## config.mk

```make
export PLATFORM = sky130hd
export DESIGN_NAME = magic_sdiv
export DESIGN_NICKNAME = d
export VERILOG_FILES = /design/src/rtl/sdiv_pkg.sv /design/src/rtl/sdiv_cfg_reg.sv /design/src/rtl/sdiv_mulhi_stage.sv /design/src/rtl/sdiv_fix_stage.sv /design/src/rtl/magic_sdiv.sv
export SDC_FILE = /design/constraint.sdc
export NUM_CORES = 2
export LEC_CHECK = 0
export ABC_AREA = 0
export BUFFER_PORTS_ARGS = -buffer_cell sky130_fd_sc_hd__buf_2
export CORE_MARGIN = 2
export CORE_UTILIZATION = 40
export CTS_CLUSTER_SIZE = 30
export DETAILED_ROUTE_END_ITERATION = 16
export GPL_TIMING_DRIVEN = 0
export HOLD_SLACK_MARGIN = 0.03
export PLACE_DENSITY_LB_ADDON = 0.15
export RECOVER_POWER = 50
export REMOVE_ABC_BUFFERS = 1
export SYNTH_ARGS = -nofsm -noshare
export SYNTH_HDL_FRONTEND = slang
export SYNTH_HIERARCHICAL = 1
export SYNTH_SLANG_ARGS = --single-unit
```

## constraint.sdc

```tcl
create_clock -name clk -period 9.9 [get_ports clk]
set_input_delay 1.98 -clock clk [delete_from_list [all_inputs] [get_ports clk]]
set_output_delay 1.98 -clock clk [all_outputs]
set_load 0.01 [all_outputs]
```

## src/rtl/sdiv_pkg.sv

```systemverilog
package sdiv_pkg;
  // what stage two does with the dividend before shifting
  typedef enum logic [1:0] {
    CORR_NONE = 2'd0,
    CORR_ADD  = 2'd1,
    CORR_SUB  = 2'd2
  } corr_e;
endpackage

```

## src/rtl/sdiv_cfg_reg.sv

```systemverilog
module sdiv_cfg_reg #(
  parameter int DW = 32,
  parameter int SW = $clog2(DW)
) (
  input  logic          clk,
  input  logic          rst_n,
  input  logic          we,
  input  logic [DW-1:0] mult_in,
  input  logic [SW-1:0] shift_in,
  input  logic          neg_in,
  output logic [DW-1:0] mult,
  output logic [SW-1:0] shift,
  output logic          neg
);
  always_ff @(posedge clk) begin
    if (!rst_n) begin
      mult  <= '0;
      shift <= '0;
      neg   <= 1'b0;
    end else if (we) begin
      mult  <= mult_in;
      shift <= shift_in;
      neg   <= neg_in;
    end
  end

  // constants only move on a write
  a_r6_cfg_hold: assert property (@(posedge clk) disable iff (!rst_n)
    !we |=> ($stable(mult) && $stable(shift) && $stable(neg)));
endmodule

```

## src/rtl/sdiv_mulhi_stage.sv

```systemverilog
module sdiv_mulhi_stage
  import sdiv_pkg::*;
#(
  parameter int DW = 32,
  parameter int SW = $clog2(DW)
) (
  input  logic          clk,
  input  logic          rst_n,
  input  logic          in_valid,
  output logic          up_ready,
  input  logic [DW-1:0] in_num,
  input  logic [DW-1:0] mult,
  input  logic [SW-1:0] shift,
  input  logic          neg,
  input  logic          down_ready,
  output logic          st_valid,
  output logic [DW-1:0] st_hi,
  output logic [DW-1:0] st_num,
  output logic [SW-1:0] st_shift,
  output corr_e         st_corr
);
  localparam int PW = 2 * DW;

  logic [PW-1:0] prod_w;
  logic [DW-1:0] hi_w;
  corr_e         corr_w;
  logic          load_w;

  assign prod_w = $signed({{DW{in_num[DW-1]}}, in_num}) *
                  $signed({{DW{mult[DW-1]}}, mult});
  assign hi_w   = DW'(prod_w >> DW);

  always_comb begin
    if (!neg && mult[DW-1])      corr_w = CORR_ADD;
    else if (neg && !mult[DW-1]) corr_w = CORR_SUB;
    else                         corr_w = CORR_NONE;
  end

  assign up_ready = !st_valid || down_ready;
  assign load_w   = up_ready && in_valid;

  always_ff @(posedge clk) begin
    if (!rst_n) begin
      st_valid <= 1'b0;
    end else if (up_ready) begin
      st_valid <= in_valid;
    end
  end

  always_ff @(posedge clk) begin
    if (load_w) begin
      st_hi    <= hi_w;
      st_num   <= in_num;
      st_shift <= shift;
      st_corr  <= corr_w;
    end
  end

  // a stalled full stage refuses new data
  a_r5_stall_blocks: assert property (@(posedge clk) disable iff (!rst_n)
    (st_valid && !down_ready) |-> !up_ready);
endmodule

```

## src/rtl/sdiv_fix_stage.sv

```systemverilog
module sdiv_fix_stage
  import sdiv_pkg::*;
#(
  parameter int DW = 32,
  parameter int SW = $clog2(DW)
) (
  input  logic          clk,
  input  logic          rst_n,
  input  logic          in_valid,
  output logic          up_ready,
  input  logic [DW-1:0] in_hi,
  input  logic [DW-1:0] in_num,
  input  logic [SW-1:0] in_shift,
  input  corr_e         in_corr,
  output logic          out_valid,
  input  logic          out_ready,
  output logic [DW-1:0] out_quot
);
  logic [DW-1:0] sum_w;
  logic [DW-1:0] shifted_w;
  logic [DW-1:0] quot_w;
  logic          load_w;

  always_comb begin
    case (in_corr)
      CORR_ADD: sum_w = in_hi + in_num;
      CORR_SUB: sum_w = in_hi - in_num;
      default:  sum_w = in_hi;
    endcase
  end

  assign shifted_w = $signed(sum_w) >>> in_shift;
  assign quot_w    = shifted_w + {{(DW-1){1'b0}}, shifted_w[DW-1]};

  assign up_ready = !out_valid || out_ready;
  assign load_w   = up_ready && in_valid;

  always_ff @(posedge clk) begin
    if (!rst_n) begin
      out_valid <= 1'b0;
    end else if (up_ready) begin
      out_valid <= in_valid;
    end
  end

  always_ff @(posedge clk) begin
    if (load_w) out_quot <= quot_w;
  end

  // held result stays put under back-pressure
  a_r4_hold_result: assert property (@(posedge clk) disable iff (!rst_n)
    (out_valid && !out_ready) |=> (out_valid && $stable(out_quot)));

  // negative intermediate never yields a positive quotient
  a_r8_neg_round: assert property (@(posedge clk) disable iff (!rst_n)
    (load_w && shifted_w[DW-1]) |=> ($signed(out_quot) <= 0));

  // non-negative intermediate never yields a negative quotient
  a_r8_pos_keep: assert property (@(posedge clk) disable iff (!rst_n)
    (load_w && !shifted_w[DW-1]) |=> !out_quot[DW-1]);
endmodule

```

## src/rtl/magic_sdiv.sv

```systemverilog
module magic_sdiv
  import sdiv_pkg::*;
#(
  parameter int DW = 32,
  parameter int SW = $clog2(DW)
) (
  input  logic          clk,
  input  logic          rst_n,
  input  logic          cfg_we,
  input  logic [DW-1:0] cfg_mult,
  input  logic [SW-1:0] cfg_shift,
  input  logic          cfg_neg,
  input  logic          in_valid,
  output logic          in_ready,
  input  logic [DW-1:0] in_dividend,
  output logic          out_valid,
  input  logic          out_ready,
  output logic [DW-1:0] out_quot
);
  logic [DW-1:0] k_mult;
  logic [SW-1:0] k_shift;
  logic          k_neg;

  logic          s1_valid;
  logic [DW-1:0] s1_hi;
  logic [DW-1:0] s1_num;
  logic [SW-1:0] s1_shift;
  corr_e         s1_corr;
  logic          s2_ready;

  sdiv_cfg_reg #(.DW(DW), .SW(SW)) i_cfg (
    .clk(clk), .rst_n(rst_n), .we(cfg_we),
    .mult_in(cfg_mult), .shift_in(cfg_shift), .neg_in(cfg_neg),
    .mult(k_mult), .shift(k_shift), .neg(k_neg)
  );

  sdiv_mulhi_stage #(.DW(DW), .SW(SW)) i_s1 (
    .clk(clk), .rst_n(rst_n),
    .in_valid(in_valid), .up_ready(in_ready), .in_num(in_dividend),
    .mult(k_mult), .shift(k_shift), .neg(k_neg),
    .down_ready(s2_ready),
    .st_valid(s1_valid), .st_hi(s1_hi), .st_num(s1_num),
    .st_shift(s1_shift), .st_corr(s1_corr)
  );

  sdiv_fix_stage #(.DW(DW), .SW(SW)) i_s2 (
    .clk(clk), .rst_n(rst_n),
    .in_valid(s1_valid), .up_ready(s2_ready),
    .in_hi(s1_hi), .in_num(s1_num), .in_shift(s1_shift), .in_corr(s1_corr),
    .out_valid(out_valid), .out_ready(out_ready), .out_quot(out_quot)
  );

  // a first-stage result moves on whenever stage two can take it
  a_r3_advance: assert property (@(posedge clk) disable iff (!rst_n)
    (s1_valid && s2_ready) |=> out_valid);

  // both stages full and sink stalled means input blocked
  a_r5_full_blocks: assert property (@(posedge clk) disable iff (!rst_n)
    (s1_valid && out_valid && !out_ready) |-> !in_ready);
endmodule

```

==> impl_metrics.json <==
{
  "outcome": "finished, violations left",
  "failed_checks": "max-capacitance violations, max-slew violations",
  "drive_gt1_frac": 0.0461,
  "setup_viol": 0,
  "endpoint_kind": "flop",
  "required_ns": 10.10,
  "yosys.area_share.xor_xnor": 0.0203,
  "grt_pass1_vias": 37600,
  "holdPathEnd": "i_s1/st_shift[1]",
  "vias_per_cell": 5.34,
  "portBuffers": 108,
  "ys_seq_elements": 143,
  "cts.sinks": 143,
  "max_freq_ghz": 0.104,
  "die_area_sq_um": 121000,
  "hold_class": "reg2reg",
  "rsz0062_at_grt": "no",
  "first_pass_iters": 5,
  "grtUsageTotal": 0.240,
  "grt_pass1_wl_mm": 224,
  "antenna_found_initial": 8,
  "final_area_sq_um": 49700,
  "synth_mux_area_frac": 0.0174,
  "finalHoldWorstSlack_ns": 0.434,
  "r2r-end": "i_s1/st_hi[25]",
  "gp_congestion": 0.921,
  "slew_headroom": -1.37,
  "finalHoldViolCount": 0,
  "syn_inst": 5140,
  "holdBufCountCts": 0,
  "start_util": 0.403,
  "cpPeakStageDelay_ns": 0.79,
  "cp.buffers_inverters": 9,
  "min_path_cells": 0,
  "synth_ff_type": "edfxtp_1",
  "startpoint_type": "primary input",
  "drc_errors": 0,
  "clkTransAtPathRegs_ns": 0.07,
  "maxCapViolCount": 2,
  "final_util": 0.422,
  "synth_simple_gate_area_frac": 0.177,
  "yosys_warnings": 6,
  "cp_common_cell": "fa_1",
  "avgRoutedWirePerCell_um": 21.3,
  "worst_slew_pin_slew_ns": 3.56,
  "grt_max_degree": 68,
  "dp_slack_ns": -0.988,
  "cts_root_buf": "clkbuf_16",
  "synthArstFlopShare": 0,
  "hpwl_mm": 107,
  "area_growth_pct": 4.77,
  "reg2reg_from": "i_cfg/mult[31]",
  "htreeDepth": 4,
  "nFillCells": 11800,
  "avgSynthCellArea_sq_um": 9.22,
  "finClkSkew_ns": 0.0284,
  "synth_fa_ha_area_frac": 0.514,
  "synth_edf_count": 103,
  "setup_ws_ns": 0.299,
  "die_w_um": 348,
  "synth_compound_area_frac": 0.0876,
  "r2r_slack_ns": 0.47,
  "first_iter_violations": 2264,
  "syn-cell-area_sq_um": 47400,
  "rows": 126,
  "totalWireLength_mm": 140,
  "cts_made_buffers": 17,
  "final_common_cell": "fa_1",
  "ff2ff_path_depth": 20,
  "clk_latency_ns": 0.49,
  "hp-start": "i_cfg/shift[1]",
  "final_nets": 6367,
  "critPathTopFamily": "adder cells",
  "synth_top_family_by_area": "adder cells",
  "ant_nets": 0,
  "cts_tree": "done",
  "crit_fanout": 33,
  "synthDistinctLibCells": 104,
  "fin_crit_sh": 0.970,
  "grt_overflow": 0,
  "cp.arrival_ns": 9.80,
  "ios": 109,
  "core-area_sq_um": 118000,
  "slew_viol_final": 109,
  "critical_path_class": "in2reg",
  "fin_crit_ns": 9.60,
  "die_h_um": 348,
  "placed_cell_area_sq_um": 49000,
  "yosysSeqAreaShare": 0.0821,
  "vias": 35000,
  "clk_path_buf_depth": 2,
  "final_cell_mix": "1080 x fa_1, 973 x inv_1, 626 x nand2_1, 527 x and2_1, 214 x ha_1",
  "crit_slowest_cell": "fa_2"
}
## worst register-to-register path: cells and delay by family, from the launching register on
kind | cells | cell delay, ns
buffers and inverters | 1 | 1.27
adder cells (fa/ha/maj) | 9 | 4.29
flip-flops | 1 | 1.05
XOR/XNOR | 1 | 0.17
AO/OA/AOI/OAI | 5 | 1.46
AND/OR/NAND/NOR | 4 | 0.92
## through the flow
stage          cells  setup TNS (ns)
2_1_floorplan   4851               0
3_3_place_gp    6495           -7.18
3_5_place_dp    6505           -7.83
4_1_cts         6537               0
5_1_grt         6546               0
6_report        6548               0
## per-layer routing
layer | vias up | wire length [um] | GRT usage
met3 | 119 | 7420 | 0.0266
met4 | 0 | 1690 | 0.0369
met1 | 18200 | 66700 | 0.355
li1 | 15700 | - | -
met2 | 919 | 63800 | 0.385
met5 | - | 0 | 0
## state kept, by name, indices dropped and copies added (netlist names)
signal          count
i_s2/out_quot      32
i_s1/st_valid       1
i_cfg/mult         32
i_s1/st_shift       5
i_s1/st_num        32
i_s2/out_valid      1
i_cfg/shift         5
i_s1/st_corr        2
i_cfg/neg           1
i_s1/st_hi         32
## worst max-delay path by stage
stage,slack [ns],end,cells after the start,startpoint
6_report,0.30,i_s1/st_hi[25],26,in_dividend[31]
5_1_grt,0.01,i_s1/st_hi[25],26,in_dividend[31]
4_1_cts,0.07,i_s1/st_hi[31],24,in_dividend[20]
3_5_place_dp,-0.99,i_s1/st_hi[25],23,in_dividend[31]
3_3_place_gp,-0.93,i_s1/st_hi[25],23,in_dividend[31]
2_1_floorplan,0.95,i_s1/st_hi[28],24,in_dividend[31]
## Yosys cell counts (all sizes together) (40+ instances only)
master / instances / area (sq um)
a21o: 48 / 364
a21oi: 137 / 697
and2: 528 / 3300
buf: 41 / 234
clkbuf: 248 / 931
dfxtp: 40 / 801
edfxtp: 103 / 3090
fa: 1082 / 21700
ha: 215 / 2690
inv: 977 / 3670
mux2i: 71 / 711
nand2: 626 / 2350
nand3: 49 / 268
nand4: 54 / 350
nor2: 164 / 623
nor2b: 55 / 344
nor3: 54 / 275
o21ai: 111 / 571
xnor2: 77 / 674
## final cells by class
class                   instances  area [sq um]  area share
flip-flops and latches        143          3930      0.0791
clock buffers                  19           443     0.00892
well taps                    1536          1920      0.0387
multi-input cells            3727         38700       0.779
inverters                     981          3690      0.0744
diodes                          4          10.0    0.000202
repair buffers                125           878      0.0177
clock inverters                13           114     0.00229
## repair_timing
| item | in CTS | in global routing |
|---|---|---|
| resized for setup | 2 | 23 |
| setup buffers | 0 | 3 |
| endpoints found under the setup margin | 7 | 6 |
## cell families (layout without fill, tap and decap cells)
logic type | after synthesis | after routing
and+or+nand+nor | 1647 | 1647
adders and majority gates | 1297 | 1297
buffers and inverters | 1270 | 1138
AOI/OAI and AO/OA | 594 | 594
DFF | 143 | 143
xor gates and xnor gates | 110 | 110
muxes | 79 | 79
other | 0 | 4
Power is left out: the tool's default activity adds up to more than one toggle a clock period on the data nets, which glitch-free logic cannot reach.
